### config.mk
export PLATFORM = sky130hd
export DESIGN_NAME = rx_ring_admit
export DESIGN_NICKNAME = d
export VERILOG_FILES = /design/src/rtl/rx_adm_pkg.sv /design/src/rtl/rx_len_shaper.sv /design/src/rtl/rx_ring_space.sv /design/src/rtl/rx_head_ctr.sv /design/src/rtl/rx_ring_admit.sv
export SDC_FILE = /design/constraint.sdc
export NUM_CORES = 1
export LEC_CHECK = 0
export BUFFER_PORTS_ARGS = -buffer_cell sky130_fd_sc_hd__buf_2
export CAP_MARGIN = 20
export CELL_PAD_IN_SITES_DETAIL_PLACEMENT = 1
export CELL_PAD_IN_SITES_GLOBAL_PLACEMENT = 1
export CORE_MARGIN = 2
export CORE_UTILIZATION = 44
export CTS_CLUSTER_DIAMETER = 150
export CTS_CLUSTER_SIZE = 40
export DETAILED_ROUTE_END_ITERATION = 8
export PLACE_DENSITY_LB_ADDON = 0.1
export SLEW_MARGIN = 20
export SYNTH_ARGS = -nofsm -noshare
export SYNTH_HDL_FRONTEND = slang
export SYNTH_SLANG_ARGS = --single-unit
### constraint.sdc
create_clock -name clk -period 7.05 [get_ports clk]
set_clock_uncertainty 0.2 [all_clocks]
set_input_delay 1.41 -clock clk [delete_from_list [all_inputs] [get_ports clk]]
set_output_delay 1.41 -clock clk [all_outputs]
set_load 0.01 [all_outputs]
### src/rtl/rx_adm_pkg.sv
package rx_adm_pkg;
    typedef enum logic [2:0] {
        S_IDLE,
        S_MEASURE,
        S_JUDGE,
        S_TAKE,
        S_REPORT
    } adm_state_e;

    localparam int MIN_FRAME_BYTES = 60;
    localparam int MAX_PLAIN_BYTES = 1522;
    localparam int DFLT_BUF_BYTES  = 2048;
endpackage

### src/rtl/rx_len_shaper.sv
module rx_len_shaper
    import rx_adm_pkg::*;
#(
    parameter int LEN_W = 16
) (
    input  logic [LEN_W-1:0] raw_len,
    input  logic             long_en,
    input  logic             store_bad,
    output logic [LEN_W-1:0] padded_len,
    output logic             oversize_drop
);
    localparam logic [LEN_W-1:0] MIN_LEN = LEN_W'(MIN_FRAME_BYTES);
    localparam logic [LEN_W-1:0] MAX_LEN = LEN_W'(MAX_PLAIN_BYTES);

    always_comb begin
        padded_len    = (raw_len < MIN_LEN) ? MIN_LEN : raw_len;
        oversize_drop = (padded_len > MAX_LEN) && !long_en && !store_bad;
    end

    always_comb begin
        AST_PAD_FLOOR: assert (padded_len >= MIN_LEN && padded_len >= raw_len);
    end
endmodule

### src/rtl/rx_ring_space.sv
module rx_ring_space #(
    parameter int PTR_W      = 16,
    parameter int RING_W     = 20,
    parameter int DESC_SHIFT = 4
) (
    input  logic [PTR_W-1:0]  head,
    input  logic [PTR_W-1:0]  tail,
    input  logic [RING_W-1:0] ring_bytes,
    output logic [RING_W-1:0] free_cnt,
    output logic              not_empty
);
    localparam int SUM_W = (RING_W > PTR_W) ? RING_W + 1 : PTR_W + 1;

    logic [SUM_W-1:0] ring_descs;
    logic [SUM_W-1:0] head_x;
    logic [SUM_W-1:0] tail_x;

    always_comb begin
        ring_descs = SUM_W'(ring_bytes >> DESC_SHIFT);
        head_x     = SUM_W'(head);
        tail_x     = SUM_W'(tail);
        not_empty  = (head != tail);
        if (head < tail) begin
            free_cnt = RING_W'(tail_x - head_x);
        end else if (head > tail) begin
            free_cnt = RING_W'(ring_descs + tail_x - head_x);
        end else begin
            free_cnt = '0;
        end
    end
endmodule

### src/rtl/rx_head_ctr.sv
module rx_head_ctr #(
    parameter int PTR_W      = 16,
    parameter int RING_W     = 20,
    parameter int DESC_SHIFT = 4
) (
    input  logic              clk,
    input  logic              rst_n,
    input  logic              step,
    input  logic [RING_W-1:0] ring_bytes,
    output logic [PTR_W-1:0]  head
);
    logic [PTR_W:0] head_inc;
    logic           wrap_now;

    always_comb begin
        head_inc = {1'b0, head} + 1'b1;
        wrap_now = ((64'(head_inc) << DESC_SHIFT) >= 64'(ring_bytes));
    end

    always_ff @(posedge clk or negedge rst_n) begin
        if (!rst_n) begin
            head <= '0;
        end else if (step) begin
            head <= wrap_now ? '0 : head_inc[PTR_W-1:0];
        end
    end

    AST_HEAD_STEP_WRAP: assert property (@(posedge clk) disable iff (!rst_n)
        step |=> (head == '0 || head == $past(head) + 1'b1));

    AST_HEAD_HOLD: assert property (@(posedge clk) disable iff (!rst_n)
        !step |=> $stable(head));
endmodule

### src/rtl/rx_ring_admit.sv
module rx_ring_admit
    import rx_adm_pkg::*;
#(
    parameter int LEN_W      = 16,
    parameter int PTR_W      = 16,
    parameter int RING_W     = 20,
    parameter int WDATA_W    = 32,
    parameter int DESC_SHIFT = 4
) (
    input  logic               clk,
    input  logic               rst_n,
    input  logic               frm_valid,
    input  logic [LEN_W-1:0]   frm_len,
    output logic               frm_ready,
    input  logic [RING_W-1:0]  ring_bytes,
    input  logic [LEN_W-1:0]   buf_bytes,
    input  logic               tail_wr,
    input  logic [WDATA_W-1:0] tail_wdata,
    input  logic               ctrl_wr,
    input  logic               ctrl_long_en,
    input  logic               ctrl_store_bad,
    output logic               dec_valid,
    output logic               dec_accept,
    output logic [LEN_W-1:0]   dec_len,
    output logic [LEN_W-1:0]   dec_descs,
    output logic [PTR_W-1:0]   head_ptr,
    output logic               flush_pulse
);
    localparam logic [LEN_W-1:0] DFLT_BUF = LEN_W'(DFLT_BUF_BYTES);
    localparam int               CMP_W    = (RING_W > LEN_W) ? RING_W : LEN_W;

    adm_state_e state_q, state_d;

    logic [LEN_W-1:0] len_q;
    logic [LEN_W:0]   rem_q;
    logic [LEN_W-1:0] need_q;
    logic [LEN_W-1:0] take_q;
    logic             over_q;
    logic             acc_q;
    logic             long_q;
    logic             bad_q;
    logic [PTR_W-1:0] tail_q;
    logic             flush_q;

    logic [LEN_W-1:0]  eff_buf;
    logic [LEN_W-1:0]  padded_len;
    logic              oversize_drop;
    logic [RING_W-1:0] free_cnt;
    logic              not_empty;
    logic              more_bufs;
    logic              admit_ok;
    logic              head_step;
    logic              unused_tail_hi;

    assign unused_tail_hi = ^tail_wdata[WDATA_W-1:PTR_W];
    assign eff_buf        = (buf_bytes == '0) ? DFLT_BUF : buf_bytes;

    rx_len_shaper #(.LEN_W(LEN_W)) u_shaper (
        .raw_len       (frm_len),
        .long_en       (long_q),
        .store_bad     (bad_q),
        .padded_len    (padded_len),
        .oversize_drop (oversize_drop)
    );

    rx_ring_space #(
        .PTR_W(PTR_W), .RING_W(RING_W), .DESC_SHIFT(DESC_SHIFT)
    ) u_space (
        .head       (head_ptr),
        .tail       (tail_q),
        .ring_bytes (ring_bytes),
        .free_cnt   (free_cnt),
        .not_empty  (not_empty)
    );

    rx_head_ctr #(
        .PTR_W(PTR_W), .RING_W(RING_W), .DESC_SHIFT(DESC_SHIFT)
    ) u_head (
        .clk        (clk),
        .rst_n      (rst_n),
        .step       (head_step),
        .ring_bytes (ring_bytes),
        .head       (head_ptr)
    );

    always_comb begin
        more_bufs = (rem_q > {1'b0, eff_buf});
        if (over_q) begin
            admit_ok = 1'b0;
        end else if (len_q <= eff_buf) begin
            admit_ok = not_empty;
        end else begin
            admit_ok = (CMP_W'(free_cnt) >= CMP_W'(need_q));
        end
    end

    // State register
    always_ff @(posedge clk or negedge rst_n) begin
        if (!rst_n) begin
            state_q <= S_IDLE;
        end else begin
            state_q <= state_d;
        end
    end

    // Next-state logic
    always_comb begin
        state_d = state_q;
        unique case (state_q)
            S_IDLE:    if (frm_valid) state_d = S_MEASURE;
            S_MEASURE: if (!more_bufs) state_d = S_JUDGE;
            S_JUDGE:   state_d = admit_ok ? S_TAKE : S_REPORT;
            S_TAKE:    if (take_q == LEN_W'(1)) state_d = S_REPORT;
            S_REPORT:  state_d = S_IDLE;
            default:   state_d = S_IDLE;
        endcase
    end

    // Datapath and registered outputs
    always_ff @(posedge clk or negedge rst_n) begin
        if (!rst_n) begin
            len_q   <= '0;
            rem_q   <= '0;
            need_q  <= '0;
            take_q  <= '0;
            over_q  <= 1'b0;
            acc_q   <= 1'b0;
            long_q  <= 1'b0;
            bad_q   <= 1'b0;
            tail_q  <= '0;
            flush_q <= 1'b0;
        end else begin
            flush_q <= ctrl_wr ||
                       (tail_wr && (tail_wdata[PTR_W-1:0] != head_ptr));
            if (ctrl_wr) begin
                long_q <= ctrl_long_en;
                bad_q  <= ctrl_store_bad;
            end
            if (tail_wr) begin
                tail_q <= tail_wdata[PTR_W-1:0];
            end
            unique case (state_q)
                S_IDLE: begin
                    if (frm_valid) begin
                        len_q  <= padded_len;
                        rem_q  <= {1'b0, padded_len};
                        need_q <= LEN_W'(1);
                        over_q <= oversize_drop;
                        acc_q  <= 1'b0;
                    end
                end
                S_MEASURE: begin
                    if (more_bufs) begin
                        rem_q  <= rem_q - {1'b0, eff_buf};
                        need_q <= need_q + 1'b1;
                    end
                end
                S_JUDGE: begin
                    acc_q  <= admit_ok;
                    take_q <= need_q;
                end
                S_TAKE: begin
                    take_q <= take_q - 1'b1;
                end
                S_REPORT: begin
                    take_q <= '0;
                end
                default: begin
                    take_q <= '0;
                end
            endcase
        end
    end

    assign head_step   = (state_q == S_TAKE);
    assign frm_ready   = (state_q == S_IDLE);
    assign dec_valid   = (state_q == S_REPORT);
    assign dec_accept  = acc_q;
    assign dec_len     = len_q;
    assign dec_descs   = need_q;
    assign flush_pulse = flush_q;

    AST_CTRL_FLUSH: assert property (@(posedge clk) disable iff (!rst_n)
        ctrl_wr |=> flush_pulse);

    AST_REPORT_SINGLE: assert property (@(posedge clk) disable iff (!rst_n)
        dec_valid |=> (!dec_valid && frm_ready));

    AST_EMPTY_RING_REJECTS: assert property (@(posedge clk) disable iff (!rst_n)
        (state_q == S_JUDGE && head_ptr == tail_q) |=> (dec_valid && !dec_accept));

    AST_OFFER_BLOCKS: assert property (@(posedge clk) disable iff (!rst_n)
        (frm_ready && frm_valid) |=> !frm_ready);
endmodule

==> results of run 1 <==
[area by class of cell]
cell class	count	area, sq um	share of cell area [%]
clock inverter	6	86.3	0.787
multi-input combinational	954	6650	60.6
tap	280	350	3.19
clock buffer	10	239	2.18
sequential	105	2630	23.9
inverter	84	315	2.87
timing repair buffer	133	706	6.43
[flip-flops by register name, indices dropped and copies added (netlist names)]
register and cells:
rem_q 17, dec_descs 16, dec_len 16, tail_q 16
take_q 16, u_head.head 16, state_q 3, bad_q 1
dec_accept 1, flush_pulse 1, long_q 1, over_q 1
[through the flow]
step / cell area [sq um] / hold WS (ps)
3_5_place_dp: 10600 / 301
4_1_cts: 10900 / 321
6_report: 11000 / 316
5_1_grt: 11000 / 339
2_1_floorplan: 9780 / 274
3_3_place_gp: 10600 / 289
[layout by cell type, fill, tap and decap left out, types with 7 or more instances in the layout]
| master | count |
|---|---|
| nand2_1 | 134 |
| buf_2 | 125 |
| ha_1 | 116 |
| dfrtp_1 | 105 |
| nor2_1 | 102 |
| inv_1 | 83 |
| o21ai_0 | 76 |
| a21oi_1 | 73 |
| xnor2_1 | 56 |
| nand3_1 | 37 |
| nor3_1 | 33 |
| xor2_1 | 29 |
| a21o_1 | 23 |
| mux2_2 | 19 |
| o21a_1 | 16 |
| nand4_1 | 16 |
| nor2b_1 | 14 |
| nor4_1 | 14 |
| a211oi_1 | 13 |
| nand2b_1 | 12 |
| o31ai_1 | 12 |
| mux2i_1 | 11 |
| a31oi_1 | 11 |
| o21ai_1 | 9 |
| clkbuf_16 | 9 |
| and3_1 | 8 |
| a221o_1 | 7 |
| buf_4 | 7 |
[cell families after synthesis]
family                   Yosys count  share of synthesized area, %
multiplexers                      30                          3.31
adder cells (fa/ha/maj)          120                          15.7
flip-flops                       105                          26.9
AND/OR/NAND/NOR                  410                          20.3
XOR/XNOR                          85                          7.61
AO/OA/AOI/OAI                    309                          21.1
buffers and inverters            122                          5.14
[layer usage]
metal,share of wire (%),wire length [um]
met1,50,15700
met4,0.93,293
met3,2.7,853
met2,46,14600
met5,0,0
[worst max path at each step]
| stage | to |
|---|---|
| 5_1_grt | dec_accept$_DFFE_PN0P_ |
| 3_3_place_gp | dec_accept$_DFFE_PN0P_ |
| 2_1_floorplan | dec_accept$_DFFE_PN0P_ |
| 6_report | dec_accept$_DFFE_PN0P_ |
| 4_1_cts | dec_accept$_DFFE_PN0P_ |
| 3_5_place_dp | dec_accept$_DFFE_PN0P_ |
[power by group]
| group | switching, uW | internal [uW] | leakage (uW) | total (uW) |
|---|---|---|---|---|
| logic | 2000 | 1370 | 0.00367 | 3370 |
| clock network | 280 | 296 | 0.000159 | 576 |
| registers | 268 | 799 | 0.00131 | 1070 |
==> impl_metrics.py, run 1 <==
metrics = {
    "drt": {
        "drc_errors": 0,
        "drt_iter0_drc": 425,
        "wl_um": 31400,
        "dr_total_vias": 9147,
        "first_pass_iters": 4,
        "via_per_inst": 5.82,
        "wl_per_cell_um": 20.0,
        "detail-route-antenna-nets": 0,
    },
    "setup_path": {
        "r2r_setup_slack_ps": 1350,
        "path_common_cell": "a21oi_1",
        "reg2reg_to": "dec_accept$_DFFE_PN0P_",
        "critPathSlowestCell": "o31ai_1",
        "path_buf_inv": 1,
        "critPathKind": "in -> reg",
        "crit_cells": 24,
        "worstPathArrival_ps": 6450,
        "cp_cell_sequence": "buf_2 -> ha_1 -> a21o_1 -> a21oi_1 -> o21bai_1 -> a31o_2 -> a21oi_1 -> o21bai_1 -> a21oi_1 -> xnor2_1 -> ha_1 -> a21o_1 -> a211oi_1 -> o22ai_1 -> a21o_1 -> a21oi_1 -> xor2_1 -> a21oi_1 -> ha_1 -> a21o_1 -> a21oi_1 -> a21oi_1 -> o31ai_1 -> o21ai_1",
        "cp.required_ps": 7100,
        "crit_family": "compound AO/OA/AOI/OAI gates",
        "startpoint": "ring_bytes[5]",
        "regToRegStartpoint": "tail_q[1]$_DFFE_PN0P_",
        "r2r_cells": 23,
        "crit_path_end_kind": "flop",
        "cpPeakStageDelay_ps": 470,
        "cp-start-kind": "input port",
        "path_max_fanout": 4,
    },
    "global_route": {
        "grt_overflow": 0,
        "antenna_found_initial": 0,
        "grt_max_degree": 73,
        "use_met3_pct": 2.81,
        "grt_pass1_vias": 9479,
        "met2_usage_pct": 44.5,
        "grt_busiest_layer": "met2",
        "grt_pass1_wl_um": 51400,
        "met1_usage_pct": 39.7,
        "grt_usage_pct": 27.3,
    },
    "logic_synthesis": {
        "synthCells": 1181,
        "synth_edf_count": 0,
        "synth_ff_type": "dfrtp_1",
        "yosysWarnings": 0,
        "yosys-top-cells-count": "nand2_1, ha_1, dfrtp_1, nor2_1, inv_1",
        "yosys.area.top_type_share_pct": 26.9,
        "synth.cell_area_sq_um": 9780,
        "syn_nets": 1392,
        "synth_most_common_cell": "nand2_1",
        "synth_top_area_cell": "dfrtp_1",
        "synth_seq_cells": 105,
        "synth.area.top_cells": "dfrtp_1, ha_1, nand2_1",
        "seq_area_frac_synth_pct": 26.9,
        "async_flop_share_pct": 100,
        "synth.distinct_cells": 83,
        "avgSynthCellArea_sq_um": 8.28,
    },
    "timing": {
        "setup_tns_ps": 0,
        "setup_viol": 0,
        "drv_slew": 0,
        "worst_slew_margin_rel_pct": 33.0,
        "hold_violations": 0,
        "fin_crit_ps": 6400,
        "fin_crit_sh_pct": 90.8,
        "worstMarginPinSlew_ps": 1000,
        "worst_slack_ps": 646,
        "fmax_mhz": 156,
        "grt_setup_unrepaired": "no",
    },
    "cells_and_area": {
        "fin_nets": 1498,
        "fin_cells": 1572,
        "utilization_pct": 50.3,
        "n_antenna_cell": 0,
        "nFillCells": 2729,
        "drive_gt1_share_pct": 15.9,
        "areaGrowthSynthToFinish_pct": 12.3,
    },
    "clocking": {
        "cts_root_buffer": "clkbuf_16",
        "cts_tree": "built",
        "clkLatencyLatePin_ps": 380,
        "path_clk_slew_ps": 90,
        "clk_path_buf_depth": 2,
        "ctsResizeCount": 0,
        "cts_num_sinks": 105,
        "cts_max_level": 3,
        "cts_buffers": 9,
        "post-cts-setup-buffers": 0,
        "postCtsHoldBufs": 0,
    },
    "die": {
        "io_pins": 143,
        "fp-row-count": 54,
        "core_sq_um": 21800,
        "die_area_sq_um": 23400,
        "die_x_um": 153,
        "die_h_um": 153,
        "initial_core_util_pct": 44.8,
    },
    "pwr": {
        "power_density_nw_per_um2": 457,
        "total_power_uw": 5020,
        "ir_drop_uv": 167,
        "p_leak_uw": 0.00515,
    },
    "placed_design": {
        "dp_cells": 1555,
        "port_buffers": 126,
        "place_ws_ps": 284,
        "place_congestion": 0.893,
        "dp_hpwl_um": 24800,
    },
    "outcome": {
        "status": "finished, final reports clean",
    },
    "hold_path": {
        "min_delay_path_depth": 1,
        "hold_path_class": "reg -> reg",
        "min_from": "long_q$_DFFE_PN0P_",
        "min_to": "long_q$_DFFE_PN0P_",
    },
    "job": {
        "drv_cap": 0,
    },
}
No activity file was read; power rests on OpenSTA's default activity.
==> run 2, diff against run 1 <==
==> constraint.sdc (replaced) <==
create_clock -name clk -period 7.05 [get_ports clk]
set_clock_uncertainty 0.2 [all_clocks]
set_input_delay 0.3525 -clock clk [delete_from_list [all_inputs] [get_ports clk]]
set_output_delay 0.3525 -clock clk [all_outputs]
set_load 0.01 [all_outputs]
==> impl_metrics.py, run 2 (synthesis results as in run 1) <==
metrics = {
    "timing": {
        "setup_tns_ps": 0,
        "drv_slew": 0,
        "hold_violations": 0,
        "fin_crit_ps": 5770,
        "setup_viol": 0,
        "worstMarginPinSlew_ps": 1050,
        "fmax_mhz": 173,
        "fin_crit_sh_pct": 81.9,
        "worst_slew_margin_rel_pct": 30.1,
        "whs_ps": 6.67,
        "grt_setup_unrepaired": "no",
    },
    "setup_path": {
        "path_buf_inv": 0,
        "path_common_cell": "a21oi_1",
        "crit_family": "compound AO/OA/AOI/OAI gates",
        "r2r_cells": 23,
        "cp_cell_sequence": "ha_1 -> a21o_1 -> a21oi_1 -> o21bai_1 -> a31o_2 -> a21oi_1 -> o21bai_1 -> a21oi_1 -> xnor2_1 -> ha_1 -> a21o_1 -> a211oi_1 -> o22ai_1 -> a21o_1 -> a21oi_1 -> xor2_1 -> a21oi_1 -> ha_1 -> a21o_1 -> a21oi_1 -> a21oi_1 -> o31ai_1 -> o21ai_1",
        "cpPeakStageDelay_ps": 460,
        "worstPathArrival_ps": 5810,
        "path_max_fanout": 4,
        "critPathKind": "reg -> reg",
        "cp.required_ps": 7090,
        "crit_path_end_kind": "flop",
        "critPathSlowestCell": "o31ai_1",
        "r2r_setup_slack_ps": 1280,
        "cp-start-kind": "flop",
        "regToRegStartpoint": "tail_q[1]$_DFFE_PN0P_",
        "reg2reg_to": "dec_accept$_DFFE_PN0P_",
    },
    "drt": {
        "via_per_inst": 5.84,
        "wl_um": 31400,
        "dr_total_vias": 9193,
        "drt_iter0_drc": 527,
        "first_pass_iters": 5,
        "wl_per_cell_um": 19.9,
        "detail-route-antenna-nets": 0,
        "drc_errors": 0,
    },
    "cells_and_area": {
        "areaGrowthSynthToFinish_pct": 11.9,
        "mostFrequentLayoutCell": "nand2_1",
        "fin_nets": 1500,
        "largest_reg_flops": 17,
        "nFillCells": 2723,
        "layout_common_cells": "nand2_1, buf_2, ha_1, dfrtp_1, nor2_1",
        "n_antenna_cell": 0,
        "drive_gt1_share_pct": 15.7,
        "largest-register": "rem_q",
    },
    "clocking": {
        "cts_tree": "built",
        "ctsResizeCount": 0,
        "cts_max_level": 3,
        "clkLatencyLatePin_ps": 370,
        "cts_buffers": 9,
        "cts_num_sinks": 105,
        "postCtsHoldBufs": 3,
        "path_clk_slew_ps": 80,
        "clk_path_buf_depth": 2,
        "post-cts-setup-buffers": 0,
        "cts_root_buffer": "clkbuf_16",
    },
    "die": {
        "die_h_um": 153,
        "io_pins": 143,
        "die_x_um": 153,
        "die_area_sq_um": 23400,
        "fp-row-count": 54,
        "core_sq_um": 21800,
        "initial_core_util_pct": 44.8,
    },
    "global_route": {
        "grt_pass1_vias": 9367,
        "grt_overflow": 0,
        "grt_usage_pct": 27.0,
        "antenna_found_initial": 0,
        "grt_max_degree": 71,
        "grt_pass1_wl_um": 51200,
    },
    "pwr": {
        "ir_drop_uv": 182,
        "power_density_nw_per_um2": 455,
        "p_leak_uw": 0.00512,
    },
    "placed_design": {
        "port_buffers": 126,
        "dp_hpwl_um": 24700,
        "place_congestion": 0.888,
    },
    "outcome": {
        "status": "finished, final reports clean",
    },
    "hold_path": {
        "hold_path_class": "in -> reg",
        "min_delay_path_depth": 2,
        "min_to": "long_q$_DFFE_PN0P_",
        "min_from": "ctrl_long_en",
    },
    "job": {
        "drv_cap": 0,
    },
}
## run 2: routing by layer
layer	track usage (%)	wire, um
met2	43.6	14300
met3	2.86	974
met5	0	0
met1	39.4	15700
met4	5.25	386
## run 2: layout make-up
type / count / area, sq um / area share [%]
Tap cell: 280 / 350 / 3.20
Timing Repair Buffer: 135 / 708 / 6.47
Clock inverter: 6 / 62.6 / 0.572
Multi-Input combinational cell: 954 / 6650 / 60.8
Inverter: 84 / 315 / 2.88
Sequential cell: 105 / 2630 / 24.0
Clock buffer: 10 / 229 / 2.09
## run 2: worst max-delay path by stage
| stage | cells after the start | from | endpoint | slack [ps] |
|---|---|---|---|---|
| global route | 23 | tail_q[1]$_DFFE_PN0P_ | dec_accept$_DFFE_PN0P_ | 900 |
| global placement | 24 | ring_bytes[5] | dec_accept$_DFFE_PN0P_ | 1450 |
| floorplan | 23 | tail_q[1]$_DFFE_PN0P_ | dec_accept$_DFFE_PN0P_ | 2180 |
| detailed placement | 24 | ring_bytes[5] | dec_accept$_DFFE_PN0P_ | 1330 |
| CTS | 23 | tail_q[1]$_DFFE_PN0P_ | dec_accept$_DFFE_PN0P_ | 1320 |
| finish | 23 | tail_q[1]$_DFFE_PN0P_ | dec_accept$_DFFE_PN0P_ | 1280 |
## run 2: power breakdown
| part | switching (uW) | leakage (uW) | total, uW | internal (uW) |
|---|---|---|---|---|
| clock network | 280 | 0.000135 | 529 | 250 |
| registers | 268 | 0.00131 | 1070 | 799 |
| logic | 2010 | 0.00367 | 3380 | 1370 |
| total | 2550 | 0.00512 | 4980 | 2420 |
## run 2: metrics by stage
| step | utilization [%] | power (uW) | setup slack, ps | std cells | cell area, sq um |
|---|---|---|---|---|---|
| after floorplan | - | 3500 | 2180 | 1181 | 9780 |
| after CTS | 50.1 | 4980 | 1320 | 1574 | 10900 |
| after global placement | 48.7 | 4310 | 1450 | 1555 | 10600 |
| after detailed placement | 48.7 | 4420 | 1330 | 1555 | 10600 |
| after global routing | 50.1 | 5470 | 900 | 1574 | 10900 |
| final | 50.1 | 4980 | 1280 | 1574 | 10900 |
